$ cat src/rtl/txd_pkg.sv
package txd_pkg;
    localparam int DATA_W = 32;
    localparam int LEN_W  = 14;

    // count word fields
    localparam int CW_EOR  = 31;
    localparam int CW_EOP  = 30;
    localparam int CW_IOC  = 29;
    localparam int CW_BUSY = 24;
    localparam int CW_DONE = 15;

    // status register fields
    localparam int ST_ACTIVE = 9;
    localparam int ST_READ   = 7;
    localparam int ST_OK     = 3;
    localparam int ST_MAXTRY = 2;
    localparam int ST_COLL   = 1;
    localparam int ST_UNDER  = 0;

    typedef enum logic [3:0] {
        S_IDLE, S_DESC_A, S_DESC_C, S_DESC_N, S_CHECK,
        S_LOAD, S_CAP, S_SEND, S_RESULT, S_WB
    } txd_state_e;

    typedef enum logic [1:0] {
        RES_OK     = 2'd0,
        RES_COLL   = 2'd1,
        RES_MAXTRY = 2'd2,
        RES_UNDER  = 2'd3
    } txd_res_e;
endpackage

$ cat src/rtl/txd_lane_sel.sv
module txd_lane_sel #(
    parameter int LANES = 4,
    localparam int SW   = $clog2(LANES)
) (
    input  logic [8*LANES-1:0] word_i,
    input  logic [SW-1:0]      sel_i,
    output logic [7:0]         byte_o
);
    logic [7:0] lane_w [LANES];

    generate
        for (genvar g = 0; g < LANES; g++) begin : g_lane
            assign lane_w[g] = word_i[8*g +: 8];
        end
    endgenerate

    assign byte_o = lane_w[sel_i];
endmodule

$ cat src/rtl/txd_status.sv
module txd_status
    import txd_pkg::*;
(
    input  logic              clk,
    input  logic              rst_n,
    input  logic              start_i,
    input  logic              stop_i,
    input  logic              res_upd_i,
    input  logic [1:0]        res_code_i,
    input  logic              rd_i,
    output logic [DATA_W-1:0] status_o
);
    logic       active_q;
    logic       read_q;
    logic [3:0] res_q;
    logic [3:0] res_onehot;

    always_comb begin
        res_onehot = '0;
        unique case (txd_res_e'(res_code_i))
            RES_OK:     res_onehot[ST_OK]     = 1'b1;
            RES_COLL:   res_onehot[ST_COLL]   = 1'b1;
            RES_MAXTRY: res_onehot[ST_MAXTRY] = 1'b1;
            RES_UNDER:  res_onehot[ST_UNDER]  = 1'b1;
            default:    res_onehot = '0;
        endcase
    end

    always_ff @(posedge clk) begin
        if (!rst_n) begin
            active_q <= 1'b0;
            read_q   <= 1'b0;
            res_q    <= '0;
        end else begin
            if (start_i)   active_q <= 1'b1;
            if (stop_i)    active_q <= 1'b0;
            if (res_upd_i) res_q    <= res_onehot;
            if (start_i || stop_i || res_upd_i) read_q <= 1'b0;
            else if (rd_i)                      read_q <= 1'b1;
        end
    end

    always_comb begin
        status_o            = '0;
        status_o[ST_ACTIVE] = active_q;
        status_o[ST_READ]   = read_q;
        status_o[3:0]       = res_q;
    end
endmodule

$ cat src/rtl/txd_ctrl.sv
module txd_ctrl
    import txd_pkg::*;
#(
    parameter int AW        = 16,
    parameter int MAX_FRAME = 1518,
    localparam int LW       = $clog2(DATA_W/8)
) (
    input  logic              clk,
    input  logic              rst_n,
    input  logic              start_req_i,
    input  logic              wr_cur_i,
    input  logic              wr_nxt_i,
    input  logic [AW-1:0]     ptr_wdata_i,
    output logic [AW-1:0]     cur_ptr_o,
    output logic [AW-1:0]     nxt_ptr_o,
    output logic              mem_req_o,
    output logic              mem_we_o,
    output logic [AW-1:0]     mem_addr_o,
    output logic [DATA_W-1:0] mem_wdata_o,
    input  logic [DATA_W-1:0] mem_rdata_i,
    output logic              tx_valid_o,
    output logic [7:0]        tx_data_o,
    output logic              tx_last_o,
    input  logic              tx_ready_i,
    input  logic              res_valid_i,
    input  logic [1:0]        res_code_i,
    output logic              start_o,
    output logic              stop_o,
    output logic              res_upd_o,
    output logic              irq_o
);
    txd_state_e state, state_d;

    logic [AW-1:0]     cur_q, nxt_q, nextp_q;
    logic [AW+LW-1:0]  buf_q;
    logic [DATA_W-1:0] cnt_q, data_q;
    logic [LEN_W-1:0]  remain_q, len_w, clamp_w;
    logic              err_q, irq_q, halt_w;

    assign len_w   = cnt_q[LEN_W-1:0];
    assign clamp_w = (len_w > LEN_W'(MAX_FRAME)) ? LEN_W'(MAX_FRAME) : len_w;
    assign halt_w  = err_q || cnt_q[CW_EOR];

    // state register
    always_ff @(posedge clk) begin
        if (!rst_n) state <= S_IDLE;
        else        state <= state_d;
    end

    // transitions
    always_comb begin
        state_d = state;
        unique case (state)
            S_IDLE:   if (start_req_i) state_d = S_DESC_A;
            S_DESC_A: state_d = S_DESC_C;
            S_DESC_C: state_d = S_DESC_N;
            S_DESC_N: state_d = S_CHECK;
            S_CHECK: begin
                if (!cnt_q[CW_BUSY])  state_d = S_IDLE;
                else if (len_w == '0) state_d = S_WB;
                else                  state_d = S_LOAD;
            end
            S_LOAD:   state_d = S_CAP;
            S_CAP:    state_d = S_SEND;
            S_SEND: begin
                if (tx_ready_i) begin
                    if (remain_q == LEN_W'(1))  state_d = S_RESULT;
                    else if (&buf_q[LW-1:0])    state_d = S_LOAD;
                end
            end
            S_RESULT: if (res_valid_i) state_d = S_WB;
            S_WB:     state_d = halt_w ? S_IDLE : S_DESC_A;
            default:  state_d = S_IDLE;
        endcase
    end

    // datapath registers
    always_ff @(posedge clk) begin
        if (!rst_n) begin
            cur_q    <= '0;
            nxt_q    <= '0;
            nextp_q  <= '0;
            buf_q    <= '0;
            cnt_q    <= '0;
            data_q   <= '0;
            remain_q <= '0;
            err_q    <= 1'b0;
            irq_q    <= 1'b0;
        end else begin
            irq_q <= 1'b0;
            unique case (state)
                S_IDLE: begin
                    if (start_req_i) cur_q <= nxt_q;
                    else begin
                        if (wr_cur_i) cur_q <= ptr_wdata_i;
                        if (wr_nxt_i) nxt_q <= ptr_wdata_i;
                    end
                end
                S_DESC_A: err_q <= 1'b0;
                S_DESC_C: buf_q <= mem_rdata_i[AW+LW-1:0];
                S_DESC_N: cnt_q <= mem_rdata_i;
                S_CHECK: begin
                    nextp_q  <= mem_rdata_i[AW-1:0];
                    nxt_q    <= mem_rdata_i[AW-1:0];
                    remain_q <= clamp_w;
                end
                S_CAP: data_q <= mem_rdata_i;
                S_SEND: begin
                    if (tx_ready_i) begin
                        buf_q    <= buf_q + 1'b1;
                        remain_q <= remain_q - 1'b1;
                    end
                end
                S_RESULT: begin
                    if (res_valid_i)
                        err_q <= (res_code_i == RES_MAXTRY) || (res_code_i == RES_UNDER);
                end
                S_WB: begin
                    irq_q <= cnt_q[CW_IOC] || err_q;
                    if (!halt_w) cur_q <= nextp_q;
                end
                default: ;
            endcase
        end
    end

    txd_lane_sel #(.LANES(DATA_W/8)) u_lane (
        .word_i (data_q),
        .sel_i  (buf_q[LW-1:0]),
        .byte_o (tx_data_o)
    );

    // outputs
    always_comb begin
        mem_req_o   = 1'b0;
        mem_we_o    = 1'b0;
        mem_addr_o  = cur_q;
        mem_wdata_o = cnt_q | (DATA_W'(1) << CW_DONE);
        tx_valid_o  = 1'b0;
        tx_last_o   = 1'b0;
        start_o     = 1'b0;
        stop_o      = 1'b0;
        res_upd_o   = 1'b0;
        unique case (state)
            S_IDLE:   start_o = start_req_i;
            S_DESC_A: mem_req_o = 1'b1;
            S_DESC_C: begin mem_req_o = 1'b1; mem_addr_o = cur_q + AW'(1); end
            S_DESC_N: begin mem_req_o = 1'b1; mem_addr_o = cur_q + AW'(2); end
            S_CHECK:  stop_o = !cnt_q[CW_BUSY];
            S_LOAD:   begin mem_req_o = 1'b1; mem_addr_o = buf_q[AW+LW-1:LW]; end
            S_SEND: begin
                tx_valid_o = 1'b1;
                tx_last_o  = (remain_q == LEN_W'(1));
            end
            S_RESULT: res_upd_o = res_valid_i;
            S_WB: begin
                mem_req_o  = 1'b1;
                mem_we_o   = 1'b1;
                mem_addr_o = cur_q + AW'(1);
                stop_o     = halt_w;
            end
            default: ;
        endcase
    end

    assign cur_ptr_o = cur_q;
    assign nxt_ptr_o = nxt_q;
    assign irq_o     = irq_q;
endmodule

$ cat src/rtl/txd_chain_dma.sv
module txd_chain_dma
    import txd_pkg::*;
#(
    parameter int AW        = 16,
    parameter int MAX_FRAME = 1518
) (
    input  logic              clk,
    input  logic              rst_n,
    input  logic              reg_wr,
    input  logic              reg_rd,
    input  logic [1:0]        reg_addr,
    input  logic [DATA_W-1:0] reg_wdata,
    output logic [DATA_W-1:0] reg_rdata,
    output logic              mem_req,
    output logic              mem_we,
    output logic [AW-1:0]     mem_addr,
    output logic [DATA_W-1:0] mem_wdata,
    input  logic [DATA_W-1:0] mem_rdata,
    output logic              tx_valid,
    output logic [7:0]        tx_data,
    output logic              tx_last,
    input  logic              tx_ready,
    input  logic              res_valid,
    input  logic [1:0]        res_code,
    output logic              irq
);
    localparam logic [1:0] A_CUR = 2'd0, A_NXT = 2'd1, A_STAT = 2'd2;

    logic [AW-1:0]     cur_w, nxt_w;
    logic [DATA_W-1:0] status_w;
    logic              start_w, stop_w, res_upd_w;
    logic              start_req_w, wr_cur_w, wr_nxt_w, rd_stat_w;

    assign start_req_w = reg_wr && (reg_addr == A_STAT) && reg_wdata[ST_ACTIVE];
    assign wr_cur_w    = reg_wr && (reg_addr == A_CUR);
    assign wr_nxt_w    = reg_wr && (reg_addr == A_NXT);
    assign rd_stat_w   = reg_rd && (reg_addr == A_STAT);

    txd_ctrl #(.AW(AW), .MAX_FRAME(MAX_FRAME)) u_ctrl (
        .clk         (clk),
        .rst_n       (rst_n),
        .start_req_i (start_req_w),
        .wr_cur_i    (wr_cur_w),
        .wr_nxt_i    (wr_nxt_w),
        .ptr_wdata_i (reg_wdata[AW-1:0]),
        .cur_ptr_o   (cur_w),
        .nxt_ptr_o   (nxt_w),
        .mem_req_o   (mem_req),
        .mem_we_o    (mem_we),
        .mem_addr_o  (mem_addr),
        .mem_wdata_o (mem_wdata),
        .mem_rdata_i (mem_rdata),
        .tx_valid_o  (tx_valid),
        .tx_data_o   (tx_data),
        .tx_last_o   (tx_last),
        .tx_ready_i  (tx_ready),
        .res_valid_i (res_valid),
        .res_code_i  (res_code),
        .start_o     (start_w),
        .stop_o      (stop_w),
        .res_upd_o   (res_upd_w),
        .irq_o       (irq)
    );

    txd_status u_status (
        .clk        (clk),
        .rst_n      (rst_n),
        .start_i    (start_w),
        .stop_i     (stop_w),
        .res_upd_i  (res_upd_w),
        .res_code_i (res_code),
        .rd_i       (rd_stat_w),
        .status_o   (status_w)
    );

    always_comb begin
        unique case (reg_addr)
            A_CUR:   reg_rdata = DATA_W'(cur_w);
            A_NXT:   reg_rdata = DATA_W'(nxt_w);
            A_STAT:  reg_rdata = status_w;
            default: reg_rdata = '0;
        endcase
    end
endmodule

$ cat config.mk
export PLATFORM = sky130hd
export DESIGN_NAME = txd_chain_dma
export DESIGN_NICKNAME = d
export VERILOG_FILES = /design/src/rtl/txd_pkg.sv /design/src/rtl/txd_lane_sel.sv /design/src/rtl/txd_status.sv /design/src/rtl/txd_ctrl.sv /design/src/rtl/txd_chain_dma.sv
export SDC_FILE = /design/constraint.sdc
export NUM_CORES = 1
export LEC_CHECK = 0
export CAP_MARGIN = 20
export CORE_MARGIN = 4
export CORE_UTILIZATION = 40
export DETAILED_ROUTE_END_ITERATION = 7
export GPL_ROUTABILITY_DRIVEN = 0
export PLACE_DENSITY = 0.7
export RECOVER_POWER = 100
export SLEW_MARGIN = 20
export SYNTH_ARGS = -nofsm -noshare
export SYNTH_HDL_FRONTEND = slang
export SYNTH_SLANG_ARGS = --single-unit
$ cat constraint.sdc
create_clock -name clk -period 3.85 [get_ports clk]
set_clock_uncertainty 0.2 [all_clocks]
set_input_delay 0.77 -clock clk [delete_from_list [all_inputs] [get_ports clk]]
set_output_delay 0.77 -clock clk [all_outputs]
set_load 0.1 [all_outputs]
==> impl_metrics.ini, run 1 <==
[run_status]
status = complete, but fails checks
violations = max-capacitance violations, max-slew violations

[power_and_ir_drop]
power.leakage_nw = 3.91
combPwrFrac_pct = 22.0
p_int_mw = 3.07
finalPower_mw = 4.59
powerDensity_nw_per_um2 = 442
peakVddDrop_mv = 0.469
switching_share_pct = 33.1
power_switching_mw = 1.52
seqPwrFrac_pct = 38.8
p_clk_share_pct = 39.2

[yosys]
synth_area_um2 = 8290
yosysSeqAreaShare_pct = 37.5
synth_top_area_share_pct = 37.5
synth.top_cells.by_area = dfxtp_1 (37%), nand2_1 (11%), a21oi_1 (6.8%)
synth_top_family_by_area = simple AND/OR/NAND/NOR gates
synth_cell_types = 78
synth_largest_area_cell = dfxtp_1
synthXorXnorAreaFrac_pct = 0.740
synthSimpleGateAreaFrac_pct = 25.2
synth_flop_cell = dfxtp_1
async_flop_share_pct = 0
synth_area_per_cell_um2 = 7.64
yosys_warnings = 0
synthAdderAreaFrac_pct = 0.755
synthMuxAreaShare_pct = 8.09
synth_compound_area_share_pct = 21.5
synth-seq-cells = 155
synth_edf_count = 0
postSynthCellCount = 1084

[final_layout]
diodes = 0
area_growth_syn_to_layout_pct = 25.3
final_cell_area_um2 = 10400
stdcell_count = 1469
drive_above_1_share_pct = 10.8
fin_util_pct = 51.1
nNetsFinal = 1266

[sta]
setup_slack_ps = 125
setup_viol = 0
period_minus_slack_ps = 3720
timing.hold.ws_ps = 252
max_slew_margin_pct = -0.0442
fmax_mhz = 268
maxSlewViolCount = 31
finalHoldViolCount = 0
tns_ps = 0
tightest_slew_ps = 1500
min_period_over_period_pct = 96.7
rsz0062_at_grt = no

[setup_path]
crit_arrival_ps = 2750
r2r_slack_ps = 220
crit_top_cell = or3_1
crit_type = register to output pin
worstPathRequired_ps = 2880
rr_worst_depth = 7
path_max_fanout = 8
critical-path-max-stage-delay_ps = 550
r2r_start = u_ctrl.state[3]
start_kind = register
cp_cell_sequence = ha_2 -> nand4_2 -> or4_4 -> or3_1 -> or3_1 -> nand3_2 -> buf_12
crit_path_top_delay_cell = or4_4
worstReg2RegEnd = u_ctrl.cur_ptr_o[13]
end_kind = output pin

[clocking]
cts_tree = done
clkTransAtPathRegs_ps = 70
cts_buffers = 17
cts_buffer_depth = 2
cts-root-buf = clkbuf_16
htreeDepth = 4
clock_latency_ps = 420
ctsHoldBuffers = 0
clock-sinks = 155

[detailed_routing]
drtAntennaViolNets = 0
first_pass_iters = 5
post_drt_via_cell_ratio = 5.85
routed_wl_mm = 27.5
drtIter0Drc = 839
wl_per_cell_um = 18.7
num_vias = 8590
drc_errors = 0

[floorplanning]
die_w_um = 152
core_area_um2 = 20300
boundaryPins = 167
dieArea_um2 = 23100
initial_core_util_pct = 40.8
die_h_um = 152
num_rows = 52

[hold_path]
min-delay-start = u_ctrl.data_q[29]
hold_depth = 2
hp-class = register to register
hold_end = u_ctrl.data_q[29]

[placed_design]
dp.cells = 1438
preCtsSetupSlack_ps = 372
hpwl_mm = 19.6
portBuffers = 133
postPlaceCellArea_um2 = 10100

[global_route]
grt.total_usage_pct = 22.8
antenna_found_initial = 0
grt_first_pass_wirelength_mm = 43.1
grt_max_degree = 59
grt_pass1_vias = 7785
grt_overflow = 0

[flow_run]
max_cap_violations = 1
registers in the layout, summed over array words and instances (netlist names):
register and cells:
u_ctrl.data_q 32, u_status.res_q 4, u_ctrl.cnt_q 31, u_status.read_q 1, u_ctrl.remain_q 14, u_status.active_q 1
u_ctrl.buf_q 18, u_ctrl.err_q 1, u_ctrl.irq_o 1, u_ctrl.cur_ptr_o 16, u_ctrl.state 4, u_ctrl.nxt_ptr_o 16
u_ctrl.nextp_q 16
power by group through the flow:
stage / sequential (mW) / clock [mW] / combinational (mW)
finish: 1.78 / 1.80 / 1.01
global route: 1.79 / 1.88 / 1.06
CTS: 1.78 / 1.81 / 1.07
detailed placement: 1.81 / 0 / 1.06
global placement: 1.81 / 0 / 1.06
floorplan: 1.80 / 0 / 0.710
worst max-delay path: cells and delay by family (launching register included):
kind,cells,cell delay (ps)
fa+ha+maj,1,220
buf+inv,1,180
flops,1,390
simple gates,5,1540
routing by layer:
layer	global-route usage (%)	share of wire, %
met5	0	0
met4	7.45	2.4
met3	5.43	9.3
met2	35.7	45
met1	31.0	43
synthesized netlist by cell type, types with 5 or more instances:
cell / number
a21oi_1: 113
a22oi_1: 9
a311oi_1: 20
a31oi_1: 14
a32oi_1: 5
and3_1: 9
buf_1: 5
buf_2: 15
buf_4: 21
clkbuf_1: 57
dfxtp_1: 155
ha_1: 5
inv_1: 10
mux2i_1: 49
mux4_2: 8
nand2_1: 244
nand3_1: 23
nand4_1: 14
nor2_1: 95
nor3_1: 19
nor3b_1: 7
nor4_1: 7
o211ai_1: 12
o21a_1: 6
o21ai_0: 59
or3_1: 5
how the worst max path moves through the flow:
stage	startpoint	slack [ps]	endpoint
after detailed placement	u_ctrl.cur_ptr_o[1]	370	mem_addr[15]
after CTS	u_ctrl.cur_ptr_o[1]	20	mem_addr[15]
after floorplan	u_ctrl.cur_ptr_o[1]	-710	mem_addr[11]
after global placement	u_ctrl.cur_ptr_o[1]	430	mem_addr[15]
final	u_ctrl.cur_ptr_o[1]	130	mem_addr[15]
after global routing	u_ctrl.cur_ptr_o[1]	30	mem_addr[15]
cells in the final DEF (no fill, tap or decap), drive strengths merged, types with 15 or more instances in the layout:
cell type / n
clkbuf: 66
clkdlybuf4s50: 53
buf: 39
dlygate4sd3: 26
o21ai: 61
nand3: 23
a21oi: 113
a311oi: 20
nor2: 96
dfxtp: 155
nand2: 244
nand4: 15
nor3: 20
conb: 17
mux2i: 49
what timing repair did:
item	in CTS	in global routing
gates resized for setup	2	5
endpoints found under the setup margin	2	4
setup buffers	0	0
pin swaps	0	0
layout make-up:
class,count,area (µm²)
Multi-Input combinational cell,835,4770
Timing Repair Buffer,167,1490
Tap cell,270,338
Inverter,11,43.8
Clock buffer,18,439
Sequential cell,155,3110
Clock inverter,13,191
Fill cell,1976,9920
logic make-up (layout without fill, tap and decap cells):
kind of cell,after synthesis,after routing
muxes,57,57
AOI/OAI and AO/OA,286,286
adders and majority gates,5,5
other,2,17
DFF,155,155
buffers and inverters,109,209
xor gates and xnor gates,7,7
and+or+nand+nor,463,463
Power figures use the tool's default switching activity.
==> run 2, diff against run 1 <==
--- a/config.mk
+++ b/config.mk
@@ -5,12 +5,14 @@
 export SDC_FILE = /design/constraint.sdc
 export NUM_CORES = 1
 export LEC_CHECK = 0
+export ABC_AREA = 1
 export CAP_MARGIN = 20
 export CORE_MARGIN = 4
 export CORE_UTILIZATION = 40
+export CTS_BUF_LIST = sky130_fd_sc_hd__clkbuf_4
 export DETAILED_ROUTE_END_ITERATION = 7
 export GPL_ROUTABILITY_DRIVEN = 0
-export PLACE_DENSITY = 0.7
+export PLACE_DENSITY = 0.69
 export RECOVER_POWER = 100
 export SLEW_MARGIN = 20
 export SYNTH_ARGS = -nofsm -noshare
==> run 2 against run 1 <==
Against the previous run: the flow still finishes with violations (max-capacitance violations, max-slew violations); sequential share of layout area grew 0.58 points; setup slack gained 15 ps; power grew 12%; sequential cell count is the same; register-to-register slack gained 110 ps; fmax grew 0.40%; global-route usage grew 1.3 points; design area shrank 2.0%; critical path depth is the same; routed wire length grew 6.9%; sequential power grew 6%; cell count grew 19%; critical path type unchanged; critical endpoint is now mem_addr[5].
==> impl_metrics.ini, run 2 <==
[floorplanning]
dieArea_um2 = 23800
boundaryPins = 167
die_w_um = 154
core_area_um2 = 21000
initial_core_util_pct = 40.7
num_rows = 53
die_h_um = 154

[hold_path]
hp-class = register to register
hold_depth = 2

[flow_run]
max_cap_violations = 3

[detailed_routing]
num_vias = 9355
post_drt_via_cell_ratio = 5.35
first_pass_iters = 8
drtIter0Drc = 925
drtAntennaViolNets = 0
wl_per_cell_um = 16.8
drc_errors = 0
routed_wl_mm = 29.4

[setup_path]
start_kind = register
crit_arrival_ps = 2740
crit_type = register to output pin
end_kind = output pin
worstPathRequired_ps = 2880
rr_worst_depth = 10
path_max_fanout = 11

[clocking]
cts_buffer_depth = 2
cts_buffers = 17
clkTransAtPathRegs_ps = 140
clock_latency_ps = 590
cts-root-buf = clkbuf_4
htreeDepth = 4
clock-sinks = 155
cts_tree = done
ctsHoldBuffers = 0

[final_layout]
regMostFlops = u_ctrl.data_q
mostFrequentLayoutCell = nand2_1
largest_reg_flops = 32
fillers = 2138
final_cell_area_um2 = 10200
nNetsFinal = 1537
reg_top3 = u_ctrl.data_q: 32 flops, u_ctrl.cnt_q: 31 flops, u_ctrl.buf_q: 18 flops
final_cell_mix = nand2_1 (323), nor2_1 (219), o21ai_0 (156)
area_growth_syn_to_layout_pct = 18.8
drive_above_1_share_pct = 6.87

[yosys]
yosysMostFrequentCell = nand2_1
synth_area_um2 = 8560
synth_flop_cell = dfxtp_1
synth_area_per_cell_um2 = 6.30
synth_top_area_share_pct = 36.3
synth_cell_types = 41
synth-seq-cells = 155
async_flop_share_pct = 0
synthTopCellsByCount = nand2_1 (320), nor2_1 (218), dfxtp_1 (155), o21ai_0 (155), inv_1 (109)
synth_edf_count = 0
synth_largest_area_cell = dfxtp_1
yosys_warnings = 0
yosysSeqAreaShare_pct = 36.3
postSynthCellCount = 1358
synth.top_cells.by_area = dfxtp_1 (36%), nand2_1 (14%), nor2_1 (9.6%)

[placed_design]
portBuffers = 133
preCtsSetupSlack_ps = 512
hpwl_mm = 20.8
postPlaceCellArea_um2 = 10300

[global_route]
grt_max_degree = 116
grt_overflow = 0
grt.total_usage_pct = 24.0
antenna_found_initial = 1
grt_pass1_vias = 8617
grt_first_pass_wirelength_mm = 46.0

[sta]
min_period_over_period_pct = 96.4
finalHoldViolCount = 0
fmax_mhz = 270
tightest_slew_ps = 1890
rsz0062_at_grt = no
period_minus_slack_ps = 3710
setup_viol = 0
setup_slack_ps = 140
max_slew_margin_pct = -25.9
maxSlewViolCount = 119

[power_and_ir_drop]
finalPower_mw = 5.16
powerDensity_nw_per_um2 = 508
peakVddDrop_mv = 0.235
power.leakage_nw = 4.24

[run_status]
status = complete, but fails checks
violations = max-capacitance violations, max-slew violations
## run 2: cell types whose count changed after synthesis, sizes merged, moves of 8 or more
| cell | change |
|---|---|
| clkbuf | -15 |
| a22oi | -8 |
| o211ai | -8 |
| mux2i | -49 |
| and3 | -9 |
| a311oi | -20 |
| mux4 | -8 |
| nand3 | +49 |
| o21ai | +98 |
| inv | +105 |
| nor2 | +127 |
| o22ai | +12 |
| nand2 | +81 |
## run 2: critical path, cell delays in order, from the launching register on
cell and delay [ps]:
dfxtp_1 370, nor2_1 240, nand2_1 180, nand2_2 230, buf_4 220, o21ai_0 100, o2111ai_1 290, clkbuf_2 520
## run 2: layout make-up
class                      instances  area (µm²)  share of cell area (%)
antenna                            1        2.50                  0.0246
clock buffer                      18         135                    1.33
clock inverter                    14         143                    1.40
inverter                         117         439                    4.32
multi-input combinational       1019        4660                    45.8
sequential                       155        3100                    30.5
tap                              275         344                    3.38
timing repair buffer             148        1340                    13.2
## run 2: final timing paths
path | start | endpoint | slack, ps
setup / recovery | u_ctrl.state[2] | mem_addr[5] | 140
setup reg to reg | u_ctrl.state[3] | u_ctrl.cur_ptr_o[10] | 330
hold / removal | u_ctrl.nextp_q[0] | u_ctrl.nextp_q[0] | 270
hold reg to reg | u_ctrl.nextp_q[0] | u_ctrl.nextp_q[0] | 270
## run 2: per-layer routing
metal	vias up	GRT usage [%]	routed length [µm]	share of wire, %
met4	0	9.21	944	3.2
met2	381	37.9	13400	45
met5	-	0	0	0
met3	59	3.95	2250	7.6
met1	4283	33.0	12800	44
li1	4632	-	-	-
## run 2: cell families after synthesis
| kind of cell | share of synthesized area [%] |
|---|---|
| fa+ha+maj | 0.731 |
| other cells | 0.0878 |
| buf+inv | 10.1 |
| xor+xnor | 0.614 |
| flops | 36.3 |
| simple gates | 31.9 |
| compound gates | 20.4 |
## run 2: what timing repair did
action                     CTS  global route
setup endpoints to repair    0             4
buffers inserted             0             0
gates resized for setup      0             4
## run 2: power by group
part / leakage, nW / switching, mW / total (mW) / internal [mW]
Clock: 0.146 / 0.643 / 1.04 / 0.394
Combinational: 2.84 / 1.71 / 2.23 / 0.524
Sequential: 1.26 / 0.164 / 1.89 / 1.73
Total: 4.24 / 2.51 / 5.16 / 2.65
## run 2: per-stage QoR
| step | TNS [ps] | hold slack [ps] | utilization, % | cells |
|---|---|---|---|---|
| after floorplan | -3310 | 232 | - | 1373 |
| after global placement | 0 | 252 | 49.0 | 1714 |
| after detailed placement | 0 | 256 | 49.0 | 1714 |
| after CTS | 0 | 275 | 50.3 | 1746 |
| after global routing | 0 | 298 | 48.4 | 1747 |
| final | 0 | 275 | 48.4 | 1747 |
==> run 3, diff against run 2 <==
==> constraint.sdc (replaced) <==
create_clock -name clk -period 4.1 [get_ports clk]
set_clock_uncertainty 0.2 [all_clocks]
set_input_delay 0.82 -clock clk [delete_from_list [all_inputs] [get_ports clk]]
set_output_delay 0.82 -clock clk [all_outputs]
set_load 0.1 [all_outputs]
==> run 3 against run 2 <==
Against the previous run: the flow still finishes with violations (max-capacitance violations, max-slew violations); design area is essentially flat; first-iteration DRC count grew 11%; combinational power is 8% lower; sequential cell count stayed put; critical path type is now input pin to output pin; highest routed layer unchanged; via count rose by 0.62%; die area did not move; critical path depth stayed put; power down 7.6%; clock-buffer cell count rose by 1; core utilization about the same.
==> impl_metrics.ini, run 3 (synthesis results as in run 2) <==
[setup_path]
rr_worst_depth = 12
r2r_slack_ps = 440
worstReg2RegEnd = u_ctrl.cur_ptr_o[10]
worstPathRequired_ps = 3080
end_kind = output pin
crit_type = input pin to output pin
crit_arrival_ps = 2900
start_kind = input pin
path_max_fanout = 17
r2r_start = u_ctrl.state[0]

[sta]
maxSlewViolCount = 135
fmax_mhz = 255
finalHoldViolCount = 0
min_period_over_period_pct = 95.7
period_minus_slack_ps = 3920
timing.hold.ws_ps = 277
max_slew_margin_pct = -33.0
setup_viol = 0
tightest_slew_ps = 2000
rsz0062_at_grt = no

[floorplanning]
initial_core_util_pct = 40.7
num_rows = 53
dieArea_um2 = 23800
die_h_um = 154
die_w_um = 154
boundaryPins = 167
core_area_um2 = 21000

[power_and_ir_drop]
power.leakage_nw = 4.21
finalPower_mw = 4.77
powerDensity_nw_per_um2 = 469
peakVddDrop_mv = 0.197

[detailed_routing]
drc_errors = 0
drtIter0Drc = 1027
wl_per_cell_um = 16.7
num_vias = 9413
first_pass_iters = 7
post_drt_via_cell_ratio = 5.39
drtAntennaViolNets = 0
routed_wl_mm = 29.3

[final_layout]
reg_top3 = u_ctrl.data_q: 32 flops, u_ctrl.cnt_q: 31 flops, u_ctrl.buf_q: 18 flops
regMostFlops = u_ctrl.data_q
fillers = 2173
area_growth_syn_to_layout_pct = 18.7
mostFrequentLayoutCell = nand2_1
largest_reg_flops = 32
drive_above_1_share_pct = 6.93
final_cell_mix = nand2_1 (321), nor2_1 (218), o21ai_0 (156)
nNetsFinal = 1537

[run_status]
violations = max-capacitance violations, max-slew violations
status = complete, but fails checks

[hold_path]
min-delay-start = u_ctrl.nextp_q[0]
hold_end = u_ctrl.nextp_q[0]
hold_depth = 2
hp-class = register to register

[global_route]
grt_max_degree = 54
grt_first_pass_wirelength_mm = 45.9
grt_overflow = 0
antenna_found_initial = 1
grt.total_usage_pct = 23.9
grt_pass1_vias = 8485

[clocking]
cts_tree = done
ctsHoldBuffers = 0
cts-root-buf = clkbuf_4
clock-sinks = 155
cts_buffers = 17
cts_buffer_depth = 2
cts_setup_buffers = 0
clock_latency_ps = 580
htreeDepth = 4
clkTransAtPathRegs_ps = 150
post_cts_resized = 0

[flow_run]
max_cap_violations = 3

[placed_design]
portBuffers = 133
hpwl_mm = 20.8
-- run 3: cell type report --
class                      count  area (µm²)  area share (%)
sequential                   155        3100            30.5
timing repair buffer         148        1350            13.2
clock buffer                  19         143            1.40
tap                          275         344            3.39
antenna                        1        2.50          0.0246
clock inverter                13         134            1.32
inverter                     117         439            4.32
multi-input combinational   1019        4650            45.8
-- run 3: worst max-delay path: stages --
cell	delay, ps
dlygate4sd3_1	540
inv_1	50
nor2_1	80
clkbuf_1	640
nand2_1	100
o21ai_0	150
clkbuf_2	510
-- run 3: per-layer routing --
layer	part of all wire (%)	vias up	wire (µm)	global-route usage [%]
met5	0	-	0	0
met4	3.6	0	1060	9.04
met3	7.0	67	2050	3.97
met2	46	386	13400	37.9
met1	44	4318	12800	32.8
li1	-	4642	-	-
-- run 3: stage by stage --
stage	instance area [µm²]	setup WS, ps	util, %	std cells	TNS [ps]
floorplan	8620	-216	-	1373	-1810
global placement	10300	695	48.9	1714	0
detailed placement	10300	693	48.9	1714	0
CTS	10600	348	50.3	1746	0
global route	10200	54.1	48.3	1747	0
finish	10200	178	48.3	1747	0
-- run 3: worst max-delay path by stage --
stage | start | end | slack (ps) | cells after the start
finish | reg_addr[0] | reg_rdata[6] | 180 | 7
global route | reg_addr[0] | reg_rdata[8] | 50 | 7
CTS | u_ctrl.state[1] | mem_addr[9] | 350 | 12
detailed placement | reg_addr[1] | reg_rdata[4] | 690 | 5
global placement | reg_addr[1] | reg_rdata[5] | 700 | 5
floorplan | reg_addr[0] | reg_rdata[10] | -220 | 4
-- run 3: power by group --
| group | total (mW) | leakage [nW] | internal [mW] | switching, mW |
|---|---|---|---|---|
| combinational | 2.05 | 2.80 | 0.455 | 1.59 |
| clock | 0.946 | 0.155 | 0.332 | 0.614 |
| sequential | 1.78 | 1.26 | 1.62 | 0.152 |
| total | 4.77 | 4.21 | 2.41 | 2.36 |
